===== config.mk =====
export PLATFORM = sky130hd
export DESIGN_NAME = fault_status_banks
export DESIGN_NICKNAME = d
export VERILOG_FILES = /design/src/rtl/fsr_pkg.sv /design/src/rtl/fsr_decode.sv /design/src/rtl/fsr_status_store.sv /design/src/rtl/fsr_fault_addr.sv /design/src/rtl/fault_status_banks.sv
export SDC_FILE = /design/constraint.sdc
export NUM_CORES = 1
export LEC_CHECK = 0
export ABC_AREA = 1
export BUFFER_PORTS_ARGS = -buffer_cell sky130_fd_sc_hd__buf_4
export CAP_MARGIN = 0
export CORE_MARGIN = 2
export CORE_UTILIZATION = 51
export DETAILED_ROUTE_END_ITERATION = 16
export PLACE_DENSITY = 0.84
export SETUP_SLACK_MARGIN = 0.1
export SLEW_MARGIN = 0
export SYNTH_ARGS = -nofsm -noshare
export SYNTH_HDL_FRONTEND = slang
export SYNTH_SLANG_ARGS = --single-unit
export TNS_END_PERCENT = 5

===== constraint.sdc =====
create_clock -name clk -period 2.23 [get_ports clk]
set_input_delay 0.446 -clock clk [delete_from_list [all_inputs] [get_ports clk]]
set_output_delay 0.446 -clock clk [all_outputs]
set_load 0.03 [all_outputs]

===== src/rtl/fsr_pkg.sv =====
package fsr_pkg;
    localparam int unsigned DATA_W      = 32;
    localparam int unsigned ADDR_W      = 12;
    localparam int unsigned LANES       = DATA_W / 8;
    localparam int unsigned SHARED_LANE = 1;
    localparam logic [ADDR_W-1:0] STATUS_ADDR = 12'hD28;
    localparam logic [ADDR_W-1:0] FADDR_ADDR  = 12'hD38;

    typedef enum logic {
        PH_IDLE = 1'b0,
        PH_RESP = 1'b1
    } phase_t;
endpackage


===== src/rtl/fsr_decode.sv =====
module fsr_decode
    import fsr_pkg::*;
#(
    parameter bit HAS_MAIN = 1'b1
) (
    input  logic [ADDR_W-1:0] addr,
    input  logic [2:0]        size,
    output logic              hit_status,
    output logic              hit_faddr,
    output logic              bad,
    output logic [1:0]        byte_off,
    output logic [DATA_W-1:0] lane_mask
);
    logic in_status;
    logic size_ok;
    logic fits;
    logic faddr_legal;
    int unsigned first_lane;
    int unsigned end_lane;

    always_comb begin
        in_status  = (addr[ADDR_W-1:2] == STATUS_ADDR[ADDR_W-1:2]);
        byte_off   = addr[1:0];
        size_ok    = (size == 3'd1) || (size == 3'd2) || (size == 3'd4);
        first_lane = 32'(byte_off);
        end_lane   = first_lane + 32'(size);
        fits       = (end_lane <= LANES);
        for (int b = 0; b < LANES; b++) begin
            lane_mask[b*8 +: 8] = ((b >= first_lane) && (b < end_lane)) ? 8'hFF : 8'h00;
        end
    end

    generate
        if (HAS_MAIN) begin : g_faddr_on
            assign faddr_legal = (addr == FADDR_ADDR) && (size == 3'd4);
        end else begin : g_faddr_off
            assign faddr_legal = 1'b0;
        end
    endgenerate

    assign hit_status = in_status && size_ok && fits;
    assign hit_faddr  = faddr_legal;
    assign bad        = !hit_status && !hit_faddr;
endmodule


===== src/rtl/fsr_status_store.sv =====
module fsr_status_store
    import fsr_pkg::*;
(
    input  logic              clk,
    input  logic              rst_n,
    input  logic              clr_en,
    input  logic              clr_secure,
    input  logic [DATA_W-1:0] clr_mask,
    input  logic              cap_valid,
    input  logic              cap_secure,
    input  logic [DATA_W-1:0] cap_mask,
    output logic [DATA_W-1:0] bank_s,
    output logic [DATA_W-1:0] bank_ns
);
    genvar g;
    generate
        for (g = 0; g < LANES; g++) begin : g_lane
            if (g == SHARED_LANE) begin : g_shared
                logic [7:0] shr_q;
                logic [7:0] shr_clr;
                logic [7:0] shr_set;
                assign shr_clr = clr_en    ? clr_mask[g*8 +: 8] : 8'h00;
                assign shr_set = cap_valid ? cap_mask[g*8 +: 8] : 8'h00;
                always_ff @(posedge clk) begin
                    if (!rst_n) shr_q <= 8'h00;
                    else        shr_q <= (shr_q & ~shr_clr) | shr_set;
                end
                assign bank_ns[g*8 +: 8] = shr_q;
                assign bank_s[g*8 +: 8]  = 8'h00;
            end else begin : g_banked
                logic [7:0] s_q, ns_q;
                logic [7:0] s_clr, ns_clr, s_set, ns_set;
                assign s_clr  = (clr_en && clr_secure)     ? clr_mask[g*8 +: 8] : 8'h00;
                assign ns_clr = (clr_en && !clr_secure)    ? clr_mask[g*8 +: 8] : 8'h00;
                assign s_set  = (cap_valid && cap_secure)  ? cap_mask[g*8 +: 8] : 8'h00;
                assign ns_set = (cap_valid && !cap_secure) ? cap_mask[g*8 +: 8] : 8'h00;
                always_ff @(posedge clk) begin
                    if (!rst_n) begin
                        s_q  <= 8'h00;
                        ns_q <= 8'h00;
                    end else begin
                        s_q  <= (s_q & ~s_clr) | s_set;
                        ns_q <= (ns_q & ~ns_clr) | ns_set;
                    end
                end
                assign bank_s[g*8 +: 8]  = s_q;
                assign bank_ns[g*8 +: 8] = ns_q;
            end
        end
    endgenerate

    // a captured non-secure bit is present the next cycle, even under a clear
    assert_capture_wins_R11: assert property (@(posedge clk) disable iff (!rst_n)
        (cap_valid && !cap_secure) |=> ((bank_ns & $past(cap_mask)) == $past(cap_mask)));

    // with no clear and no capture, both banks hold their value
    assert_idle_hold_R10: assert property (@(posedge clk) disable iff (!rst_n)
        (!clr_en && !cap_valid) |=> ($stable(bank_s) && $stable(bank_ns)));
endmodule


===== src/rtl/fsr_fault_addr.sv =====
module fsr_fault_addr
    import fsr_pkg::*;
(
    input  logic              clk,
    input  logic              rst_n,
    input  logic              we,
    input  logic [DATA_W-1:0] wdata,
    output logic [DATA_W-1:0] q
);
    always_ff @(posedge clk) begin
        if (!rst_n)  q <= '0;
        else if (we) q <= wdata;
    end
endmodule


===== src/rtl/fault_status_banks.sv =====
module fault_status_banks
    import fsr_pkg::*;
#(
    parameter bit HAS_MAIN = 1'b1
) (
    input  logic              clk,
    input  logic              rst_n,
    input  logic              req,
    input  logic              wr,
    input  logic [ADDR_W-1:0] addr,
    input  logic [2:0]        size,
    input  logic [DATA_W-1:0] wdata,
    input  logic              secure,
    input  logic              bf_to_ns,
    input  logic              cap_valid,
    input  logic              cap_secure,
    input  logic [DATA_W-1:0] cap_mask,
    output logic              rsp_valid,
    output logic [DATA_W-1:0] rdata,
    output logic              rsp_err
);
    localparam logic [DATA_W-1:0] SHARED_BITS = DATA_W'(32'hFF) << (SHARED_LANE * 8);

    logic              hit_status, hit_faddr, bad;
    logic [1:0]        byte_off;
    logic [DATA_W-1:0] lane_mask;
    logic [DATA_W-1:0] bank_s, bank_ns, faddr_q;
    logic              shared_ok;
    logic [DATA_W-1:0] aligned, clr_mask;
    logic              clr_en, faddr_we;
    logic [DATA_W-1:0] word_vis, status_rd, faddr_rd, rsp_d;
    phase_t            phase_q, phase_d;
    logic [DATA_W-1:0] rdata_q;
    logic              err_q;

    fsr_decode #(.HAS_MAIN(HAS_MAIN)) u_decode (
        .addr       (addr),
        .size       (size),
        .hit_status (hit_status),
        .hit_faddr  (hit_faddr),
        .bad        (bad),
        .byte_off   (byte_off),
        .lane_mask  (lane_mask)
    );

    assign shared_ok = secure || bf_to_ns;

    always_comb begin
        aligned  = (wdata << {byte_off, 3'b000}) & lane_mask;
        clr_mask = shared_ok ? aligned : (aligned & ~SHARED_BITS);
    end

    assign clr_en   = req && wr && hit_status;
    assign faddr_we = req && wr && hit_faddr && shared_ok;

    fsr_status_store u_store (
        .clk        (clk),
        .rst_n      (rst_n),
        .clr_en     (clr_en),
        .clr_secure (secure),
        .clr_mask   (clr_mask),
        .cap_valid  (cap_valid),
        .cap_secure (cap_secure),
        .cap_mask   (cap_mask),
        .bank_s     (bank_s),
        .bank_ns    (bank_ns)
    );

    fsr_fault_addr u_faddr (
        .clk   (clk),
        .rst_n (rst_n),
        .we    (faddr_we),
        .wdata (wdata),
        .q     (faddr_q)
    );

    always_comb begin
        word_vis = secure ? (bank_s & ~SHARED_BITS) : (bank_ns & ~SHARED_BITS);
        if (shared_ok) word_vis = word_vis | (bank_ns & SHARED_BITS);
        status_rd = (word_vis & lane_mask) >> {byte_off, 3'b000};
        faddr_rd  = shared_ok ? faddr_q : '0;
        if (!wr && hit_status)     rsp_d = status_rd;
        else if (!wr && hit_faddr) rsp_d = faddr_rd;
        else                       rsp_d = '0;
    end

    // response phase machine: state register
    always_ff @(posedge clk) begin
        if (!rst_n) phase_q <= PH_IDLE;
        else        phase_q <= phase_d;
    end

    always_comb begin
        phase_d = phase_q;
        unique case (phase_q)
            PH_IDLE: phase_d = req ? PH_RESP : PH_IDLE;
            PH_RESP: phase_d = req ? PH_RESP : PH_IDLE;
            default: phase_d = PH_IDLE;
        endcase
    end

    // response phase machine: outputs
    always_ff @(posedge clk) begin
        if (!rst_n) begin
            rdata_q <= '0;
            err_q   <= 1'b0;
        end else begin
            rdata_q <= req ? rsp_d : '0;
            err_q   <= req && bad;
        end
    end

    assign rsp_valid = (phase_q == PH_RESP);
    assign rdata     = rdata_q;
    assign rsp_err   = err_q;

    // one response per request, in the next cycle
    assert_resp_follows_req_R12: assert property (@(posedge clk) disable iff (!rst_n)
        req |=> rsp_valid);
    assert_quiet_after_idle_R12: assert property (@(posedge clk) disable iff (!rst_n)
        !req |=> !rsp_valid);

    // hidden shared byte reads as zero for non-secure word reads
    assert_hidden_byte_zero_R3: assert property (@(posedge clk) disable iff (!rst_n)
        (req && !wr && !secure && !bf_to_ns && addr == STATUS_ADDR && size == 3'd4)
        |=> (rdata[15:8] == 8'h00));

    // a hidden non-secure write leaves the fault address alone
    assert_faddr_hidden_write_R8: assert property (@(posedge clk) disable iff (!rst_n)
        (req && wr && !secure && !bf_to_ns && addr == FADDR_ADDR) |=> $stable(faddr_q));

    // an error response carries no data
    assert_err_no_data_R10: assert property (@(posedge clk) disable iff (!rst_n)
        rsp_err |-> (rdata == '0));
endmodule


==> results of run 1 <==
power breakdown:
part,switching [mW],leakage (nW),internal (mW)
Sequential,0.0302,0.992,2.24
Combinational,0.541,2.48,0.341
Clock,1.03,0.287,1.76
Yosys cell counts:
| master | instances | area [um^2] |
|---|---|---|
| inv_2 | 6 | 22.52 |
| dfxtp_1 | 122 | 2442 |
| nor2_1 | 144 | 540.5 |
| clkbuf_1 | 35 | 131.4 |
| a21oi_1 | 96 | 480.5 |
| nor2b_1 | 1 | 6.260 |
| inv_1 | 75 | 281.5 |
| fa_1 | 1 | 20.02 |
| nand3_1 | 57 | 285.3 |
| buf_4 | 4 | 30.03 |
| ha_1 | 2 | 25.02 |
| nor3_1 | 3 | 15.01 |
| o211ai_1 | 7 | 52.55 |
| buf_6 | 5 | 56.30 |
| nand2_1 | 332 | 1246 |
| nor2_8 | 1 | 20.02 |
| nor3_4 | 1 | 16.27 |
| nand4_1 | 67 | 419.2 |
| nand3b_1 | 1 | 7.510 |
| nand2_4 | 2 | 22.52 |
| buf_2 | 16 | 80.08 |
| clkinv_1 | 1 | 3.750 |
| buf_1 | 7 | 26.28 |
| nand3_2 | 4 | 40.04 |
| nor2_2 | 1 | 6.260 |
| nand2_2 | 3 | 18.77 |
| o21ai_0 | 64 | 320.3 |
area by class of cell:
class	count	area [um^2]	area share (%)
inverter	82	310.3	3.643
sequential	122	2442	28.68
multi-input combinational	787	3560	41.80
clock inverter	14	171.4	2.013
tap	172	215.2	2.527
clock buffer	18	429.2	5.039
timing repair buffer	175	1389	16.31
critical path, cell delays in order:
cell     delay [ns]
buf_4          0.11
ha_1           0.22
fa_2           0.45
nor2_2         0.14
nand2_1        0.08
nand2_2        0.09
inv_2          0.06
nor2_1         0.19
nand3_4        0.17
nor2_1         0.20
nor2_1         0.07
nor2_1         0.11
metal layers:
metal	up-vias	wire, um
met2	384	9420
met4	0	788
met1	3310	8569
met3	59	2140
li1	3681	-
met5	-	0
state kept, by name, summed over array words and instances (netlist names):
name                           cells
rsp_err                            1
u_store.g_lane.g_banked.ns_q      24
rsp_valid                          1
u_store.g_lane.g_banked.s_q       24
u_store.g_lane.g_shared.shr_q      8
u_faddr.q                         32
rdata                             32
logic make-up after synthesis:
kind of cell	count (synthesis)
buf+inv	149
fa+ha+maj	3
simple gates	617
compound gates	167
flops	122
per-stage QoR:
| step | utilization (%) | setup WS (ns) | TNS [ns] | area (um^2) | hold slack, ns |
|---|---|---|---|---|---|
| 6_report | 67.49 | 0.2331 | 0 | 8517 | 0.2718 |
| 5_1_grt | 67.49 | 0.08701 | 0 | 8517 | 0.2876 |
| 4_1_cts | 67.41 | 0.2620 | 0 | 8507 | 0.2710 |
| 3_5_place_dp | 62.65 | -0.1897 | -9.163 | 7906 | 0.4421 |
| 3_3_place_gp | 62.65 | -0.09944 | -4.701 | 7906 | 0.4383 |
| 2_1_floorplan | - | 0.1268 | 0 | 6626 | 0.4294 |
worst paths after layout:
kind                                              end  slack (ns)
setup / recovery                            rdata[20]        0.23
hold reg to reg     u_store.g_lane[3].g_banked.s_q[2]        0.46
setup reg to reg                             rdata[9]        0.86
hold / removal    u_store.g_lane[1].g_shared.shr_q[4]        0.27
==> impl_results.md, run 1 <==
- Crit Path Category: in -> reg
- Post-Synthesis Cell Area: 6616 um^2
- Hold Crit Start: cap_mask[12]
- 1st-pass router iterations: 6
- Crit path max fanout: 9
- Busiest grt layer: met2
- Starting Density: roughly 52%
- Fraction of layout cells with a size suffix above 1: between 10% and 20%
- Min-delay worst type: in -> reg
- Complex-gate fraction of the synthesized area: between 10% and 20%
- Clock transition at the registers of the reported paths: 0.05 ns
- P&R area growth vs syn: 28.73%
- GRT met3 Usage: about 6.6%
- Core box area: ~13,000 um^2
- Nets: 1,275
- First-pass GRT wire length: ~34 mm
- Die height: 117.9 um
- Met2 usage: between 40% and 50%
- # clock sinks: roughly 120
- Commonest non-fill, non-tap cells in the layout: 332 x nand2_1, 169 x buf_4, 143 x nor2_1, 122 x dfxtp_1, 96 x a21oi_1
- Initial DRC Count: a little over 900
- Period utilization: around 90%
- Post-synthesis cell count: around 1,100
- Pin count of the biggest net entering global routing: 57
- CTS Buf Count: 17
- Dpl hpwl: roughly 15 mm
- Most common cell after layout, fill and taps aside: nand2_1
- Tightest Pin Transition: 0.6835 ns
- Distinct cells, synth: 27
- GRT overflow: 0
- Leak: between 3 and 4 nW
- Total Power: between 5 and 6 mW
- Drt wl/cell: approximately 15 um
- Crit path DAT: roughly 2.4 ns
- Setup repair bufs after CTS: 0
- Gpl congestion: approximately 0.99
- Die extent in x: 117.9 um
- CTS tree: done
- Final-report hold violation count: 0
- Ys Warns: 0
- Clk buf depth: 2
- CTS H-Tree Depth: 4
- Highest clock rate: 500.8 MHz
- Die area: approximately 14,000 um^2
- Post-synthesis xor/xnor area fraction: 0%
- Max Cap Violations: 0
- Synth Net Count: around 1,100
- Buffers on Ports: 120
- Initial antenna violation count: 0
- R2R cell count: 8
- Total number of vias: between 7,000 and 8,000
- Largest family of logic cells by synthesized area: simple AND/OR/NAND/NOR gates
- Data required, critical path: 2.58 ns
- Final Setup Violations: 0
- Maximum VDD drop: between 400 and 500 uV
- Via density: between 5 and 6
- Final-layout fill cell count: roughly 1,100
- Multiplexer share of the synthesized area: 0%
- Status: complete, no violations
- Register bit count reported by yosys: 122
- Crit. Startpoint: addr[0]
- Sequential-to-total area share from yosys stat: a little under two fifths
- # diodes: 0
- Min-Delay Path Depth: 3
- Fin cells: approximately 1,400
- CP Launch Type: input port
- Post-placement cell count: between 1,000 and 1,500
- Met1 Use GR: between 30 and 40%
- CP endpoint kind: register
- RSZ-0062 raised after global routing: true
- CTS Hold Bufs: 0
- Minimum clock period: 1.997 ns
- CTS root buffer: clkbuf_16
- Power per cell area: between 600 and 700 nW/um^2
- DRT Wirelength: 20.92 mm
- Antenna Violating Nets Remaining: 0
- Adder-cell share of the synthesized area: less than 1%
- Clock skew: roughly 0.0057 ns
- Mean Syn Cell Area: about 6.3 um^2
- Number of global-route vias before repair: 7,008
- CTS resizes: 0
- DRC: 0
- Simple-Gate Fraction of Synth Area: 39.96%
- Max transition margin: ~54%
- IO Pins: between 100 and 150
- # rows: 41
- Reg2reg start: u_store.g_lane[3].g_banked.ns_q[1]
- Worst-Skew Late Latency: between 0.4 and 0.5 ns
- GRT Total Usage: about 30%
- Max-slew violation count: 0
Power figures use the tool's default switching activity.
==> run 2: changes to the inputs <==
--- a/config.mk
+++ b/config.mk
@@ -12,6 +12,7 @@
 export CORE_UTILIZATION = 51
 export DETAILED_ROUTE_END_ITERATION = 16
 export PLACE_DENSITY = 0.84
+export REMOVE_ABC_BUFFERS = 1
 export SETUP_SLACK_MARGIN = 0.1
 export SLEW_MARGIN = 0
 export SYNTH_ARGS = -nofsm -noshare
==> run 2 against run 1 <==
  * Utilization increased by 1.3 points
  * Critical endpoint is now u_store.g_lane[2].g_banked.ns_q[2]
  * Sequential share of layout area is 0.55 points lower
  * Setup slack got worse by 0.086 ns
  * Die area unchanged
  * Sequential power about the same
  * Register-to-register slack improved by 0.11 ns
  * Largest cell class unchanged
  * Clock skew increased by 0.0021 ns
  * Flip-flop and latch count did not move
  * Cell count is 0.66% higher
  * Design area rose by 2.0%
  * Non-clock buffer count rose by 8
==> impl_results.md, run 2 (synthesis results as in run 1) <==
- Status: complete, no violations
- Die height: between 100 and 150 um
- Pin count of the biggest net entering global routing: between 50 and 60
- CTS H-Tree Depth: 4
- Max-slew violation count: 0
- Max transition margin: between 50% and 60%
- Crit path max fanout: 24
- Final Instance Area: 8685 um^2
- RSZ-0062 raised after global routing: true
- IO Pins: about 120
- Power per cell area: ~680 nW/um^2
- Most common cell after layout, fill and taps aside: nand2_1
- GRT overflow: 0
- Crit Path Category: in -> reg
- Gpl congestion: 0.9123
- CTS Hold Bufs: 0
- Final-layout fill cell count: 1,078
- Antenna Violating Nets Remaining: 0
- Clk buf depth: 2
- Max Cap Violations: 0
- Crit path DAT: about 2.4 ns
- DRC: 0
- Cell Chain, Critical Path: buf_4, ha_1, fa_2, inv_1, nand2_1, nand2_4, nand2_4, nand2_2, inv_2, nor2_4, buf_12, clkbuf_16, nand4_1, nand2_1, a21oi_1
- GRT Total Usage: between 30% and 40%
- Fraction of layout cells with a size suffix above 1: about a fifth
- Clock transition at the registers of the reported paths: around 0.06 ns
- Clock skew: 0.007804 ns
- Area post-placement: between 7000 and 8000 um^2
- Reg2reg start: u_store.g_lane[3].g_banked.ns_q[2]
- CP Launch Type: input port
- CP endpoint kind: register
- 1st-pass router iterations: 6
- Slowest cell delay on critical path: between 0.3 and 0.4 ns
- Period utilization: 93.40%
- Total number of vias: just under 8,000
- First-pass GRT wire length: roughly 34 mm
- Via density: ~5.6
- Core box area: approximately 13,000 um^2
- Crit. Startpoint: addr[0]
- Hold Crit Start: wdata[14]
- # rows: a little over 40
- Cell family with most CP delay: simple AND/OR/NAND/NOR gates
- Slowest cell on crit path: fa_2
- Data required, critical path: between 2 and 3 ns
- Nets: about 1,300
- Dpl hpwl: 14.59 mm
- Worst-Skew Late Latency: between 0.4 and 0.5 ns
- CTS root buffer: clkbuf_16
- Min-delay worst type: in -> reg
- Maximum VDD drop: around 500 uV
- Initial antenna violation count: 0
- Final Setup Violations: 0
- Setup slack after layout: ~0.15 ns
- Final-report hold violation count: 0
- DRT Wirelength: ~22 mm
- Setup WS pre-CTS: -0.2584 ns
- CTS Buf Count: 17
- Leak: about 3.8 nW
- # clock sinks: between 100 and 150
- Drt wl/cell: about 16 um
- Starting Density: between 50% and 60%
- Die extent in x: between 100 and 150 um
- Commonest non-fill, non-tap cells in the layout: 331 x nand2_1, 171 x buf_4, 141 x nor2_1, 122 x dfxtp_1, 95 x a21oi_1
- Sum of buffers and inverters on the critical path: 5
- P&R area growth vs syn: 31.26%
- Minimum clock period: about 2.1 ns
- Die area: around 14,000 um^2
- # diodes: 0
- Highest clock rate: 480.1 MHz
- Tightest Pin Transition: roughly 0.66 ns
- Initial DRC Count: 794
- Buffers on Ports: 120
- Number of global-route vias before repair: approximately 7,000
- CTS tree: done
==> run 2: worst paths after layout <==
check | cells past startpoint | endpoint | slack, ns
max | 15 | u_store.g_lane[2].g_banked.ns_q[2] | 0.15
min reg2reg | 2 | u_faddr.q[17] | 0.45
max reg2reg | 8 | rdata[10] | 0.97
min | 3 | u_faddr.q[14] | 0.28
==> run 2: cell type report <==
class / count / area, um^2 / area share (%)
clock inverter: 13 / 143.9 / 1.657
clock buffer: 19 / 452.9 / 5.215
sequential: 122 / 2442 / 28.12
multi-input combinational: 788 / 3586 / 41.29
tap: 172 / 215.2 / 2.478
timing repair buffer: 183 / 1534 / 17.66
inverter: 82 / 310.3 / 3.573
==> run 2: what timing repair did <==
action,4_1_cts,5_1_grt
setup endpoints to repair,0,65
buffers inserted,0,2
resized for setup,0,10
==> run 2: metrics by stage <==
step                      instances  hold WS [ns]  power (mW)  setup TNS (ns)  util, %
final                          1379        0.2768       5.911               0    68.82
after detailed placement       1342        0.4418       3.168          -16.59    63.11
after global placement         1342        0.4378       3.156          -12.65    63.11
after CTS                      1374        0.2748       5.890               0    67.84
after floorplan                 991        0.4294       2.723          -49.42        -
after global routing           1379        0.2777       6.120               0    68.82
==> run 2: tightest hold or removal path: stages <==
cell     delay, ns
buf_4         0.08
o21ai_0       0.07
nor2_1        0.08
==> run 2: report_power, final <==
part | switching (mW) | internal, mW | leakage (nW)
sequential | 0.0299 | 2.24 | 0.992
clock | 1.04 | 1.71 | 0.282
combinational | 0.553 | 0.342 | 2.55
total | 1.62 | 4.29 | 3.83
==> run 2: metal layers <==
metal	part of all wire, %	wire (um)	vias up	track usage (%)
met4	2.7	596	0	11.82
met5	0	0	-	0
met1	41	8903	3458	39.57
met2	46	10020	463	48.73
li1	-	-	3710	-
met3	10	2214	51	6.105
==> run 3: changes to the inputs <==
--- a/config.mk
+++ b/config.mk
@@ -9,9 +9,10 @@
 export BUFFER_PORTS_ARGS = -buffer_cell sky130_fd_sc_hd__buf_4
 export CAP_MARGIN = 0
 export CORE_MARGIN = 2
-export CORE_UTILIZATION = 51
+export CORE_UTILIZATION = 52
+export CTS_BUF_LIST = sky130_fd_sc_hd__clkbuf_4
 export DETAILED_ROUTE_END_ITERATION = 16
-export PLACE_DENSITY = 0.84
+export PLACE_DENSITY = 0.85
 export REMOVE_ABC_BUFFERS = 1
 export SETUP_SLACK_MARGIN = 0.1
 export SLEW_MARGIN = 0
==> run 3 against run 2 <==
  * Flip-flop and latch count unchanged
  * Global-route usage about the same
  * Worst hold slack worse by 0.13 ns
  * Die area down 1.9%
  * First-iteration DRC count fell by 13%
  * Clock power down 47%
  * Critical path depth is 1 lower
  * Utilization decreased by 3.0 points
  * Highest routed layer unchanged
==> impl_results.md, run 3 (synthesis results as in run 1) <==
- Internal Pwr Total: between 3 and 4 mW
- Tightest Pin Transition: 0.6318 ns
- Crit Path Category: in -> reg
- Die extent in x: 116.8 um
- Worst-Skew Late Latency: between 0.5 and 0.6 ns
- Total number of vias: 7,421
- Final Instance Area: roughly 8200 um^2
- CTS resizes: 0
- Initial antenna violation count: 0
- CP Launch Type: input port
- 1st-pass router iterations: 5
- Clock skew: around 0.017 ns
- Via density: around 5.4
- DRC: 0
- Period utilization: 85.52%
- WL met2: about 9.2 mm
- Pin count of the biggest net entering global routing: 63
- CTS tree: done
- Highest clock rate: between 500 and 600 MHz
- Final Setup Violations: 0
- First-pass GRT wire length: between 30 and 40 mm
- Data required, critical path: approximately 2.6 ns
- Gpl congestion: about 0.94
- Logic pwr share: between 10% and 20%
- Hold Crit Start: wdata[5]
- Max-slew violation count: 0
- Die height: ~120 um
- Commonest non-fill, non-tap cells in the layout: 332 x nand2_1, 173 x buf_4, 144 x nor2_1, 122 x dfxtp_1, 96 x a21oi_1
- Minimum clock period: roughly 1.9 ns
- Max transition margin: between 50% and 60%
- R2R cell count: 8
- IO Pins: between 100 and 150
- Total Power: between 4 and 5 mW
- Area post-placement: roughly 8000 um^2
- Maximum VDD drop: ~340 uV
- FF-to-FF End: rdata[14]
- Flop-to-flop setup slack: 1.01 ns
- Drt wl/cell: 14.71 um
- Min-Delay Path Depth: 3
- Final-report hold violation count: 0
- Number of global-route vias before repair: 6,483
- Dpl hpwl: between 10 and 15 mm
- # clock sinks: approximately 120
- CTS H-Tree Depth: 4
- Core box area: around 13,000 um^2
- Setup repair bufs after CTS: 0
- Sequential power share: 49.1%
- Reg2reg start: u_store.g_lane[3].g_banked.ns_q[6]
- Clk buf depth: 2
- Antenna Violating Nets Remaining: 0
- Clock transition at the registers of the reported paths: roughly 0.12 ns
- Die area: 13,640 um^2
- CTS Hold Bufs: 0
- Initial DRC Count: 690
- Nets: ~1,300
- Status: complete, no violations
- WL met1: about 9 mm
- Worst setup path end: u_store.g_lane[0].g_banked.ns_q[1]
- Crit. Startpoint: addr[0]
- Fraction of layout cells with a size suffix above 1: between 10% and 20%
- Leak: ~3.7 nW
- Switch Pwr: 1.376 mW
- Most common cell after layout, fill and taps aside: nand2_1
- Max layer used: met4
- Clk pwr share: between 30% and 40%
- GRT Total Usage: between 30% and 40%
- Crit path max fanout: 48
- P&R area growth vs syn: 24.49%
- Power per cell area: about 560 nW/um^2
- # rows: 41
- GRT overflow: 0
- CTS root buffer: clkbuf_4
- Final-layout fill cell count: between 1,000 and 1,500
- CTS Buf Count: 17
- # diodes: 0
- Buffers on Ports: 120
- CP endpoint kind: register
- Switch share: 29.81%
- Min-delay worst type: in -> reg
- Crit path DAT: 2.31 ns
- Met3 Wirelength: roughly 1.8 mm
- Starting Density: 52.86%
- Max Cap Violations: 0
- DRT Wirelength: between 20 and 25 mm
- RSZ-0062 raised after global routing: false
==> run 3: final cells by class <==
class                      instances  area (um^2)  area share (%)
tap                              172        215.2           2.613
timing repair buffer             182         1479           17.96
multi-input combinational        787         3542           43.00
inverter                          82        307.8           3.737
clock buffer                      19        142.6           1.732
sequential                       122         2442           29.65
clock inverter                    12        107.6           1.306
==> run 3: worst min path at each step <==
| stage | endpoint |
|---|---|
| after floorplan | u_faddr.q[16] |
| after global placement | u_faddr.q[22] |
| after detailed placement | u_faddr.q[21] |
| after CTS | u_faddr.q[5] |
| after global routing | u_faddr.q[1] |
| final | u_faddr.q[5] |
==> run 3: power groups by stage <==
| stage | clock network (mW) | registers [mW] | logic (mW) |
|---|---|---|---|
| after floorplan | 0 | 2.31 | 0.412 |
| after global placement | 0 | 2.31 | 0.855 |
| after detailed placement | 0 | 2.31 | 0.864 |
| after CTS | 1.48 | 2.26 | 0.869 |
| after global routing | 1.58 | 2.27 | 0.974 |
| final | 1.46 | 2.27 | 0.887 |
==> run 3: worst max-delay path, stage by stage <==
cell     delay, ns
buf_4         0.12
ha_1          0.22
fa_1          0.40
inv_1         0.07
nand2_1       0.08
nand2_4       0.10
nand2_4       0.06
nand2_2       0.08
inv_2         0.05
nor2_2        0.17
buf_12        0.25
nand4_1       0.12
nand2_1       0.09
a21oi_1       0.05
==> run 3: through the flow <==
step	utilization, %	hold slack [ns]	cells	setup WS (ns)	setup TNS [ns]
2_1_floorplan	-	0.4294	991	-0.6868	-49.42
3_3_place_gp	63.80	0.4382	1345	-0.1823	-10.33
3_5_place_dp	63.80	0.4411	1345	-0.2159	-13.50
4_1_cts	65.80	0.1300	1376	0.3542	0
5_1_grt	65.80	0.1365	1376	0.2023	0
6_report	65.80	0.1505	1376	0.3229	0
==> run 3: metal layers <==
| layer | GRT usage [%] | up-vias |
|---|---|---|
| li1 | - | 3704 |
| met1 | 41.97 | 3307 |
| met2 | 46.74 | 372 |
| met3 | 6.282 | 38 |
| met4 | 10.59 | 0 |
| met5 | 0 | - |
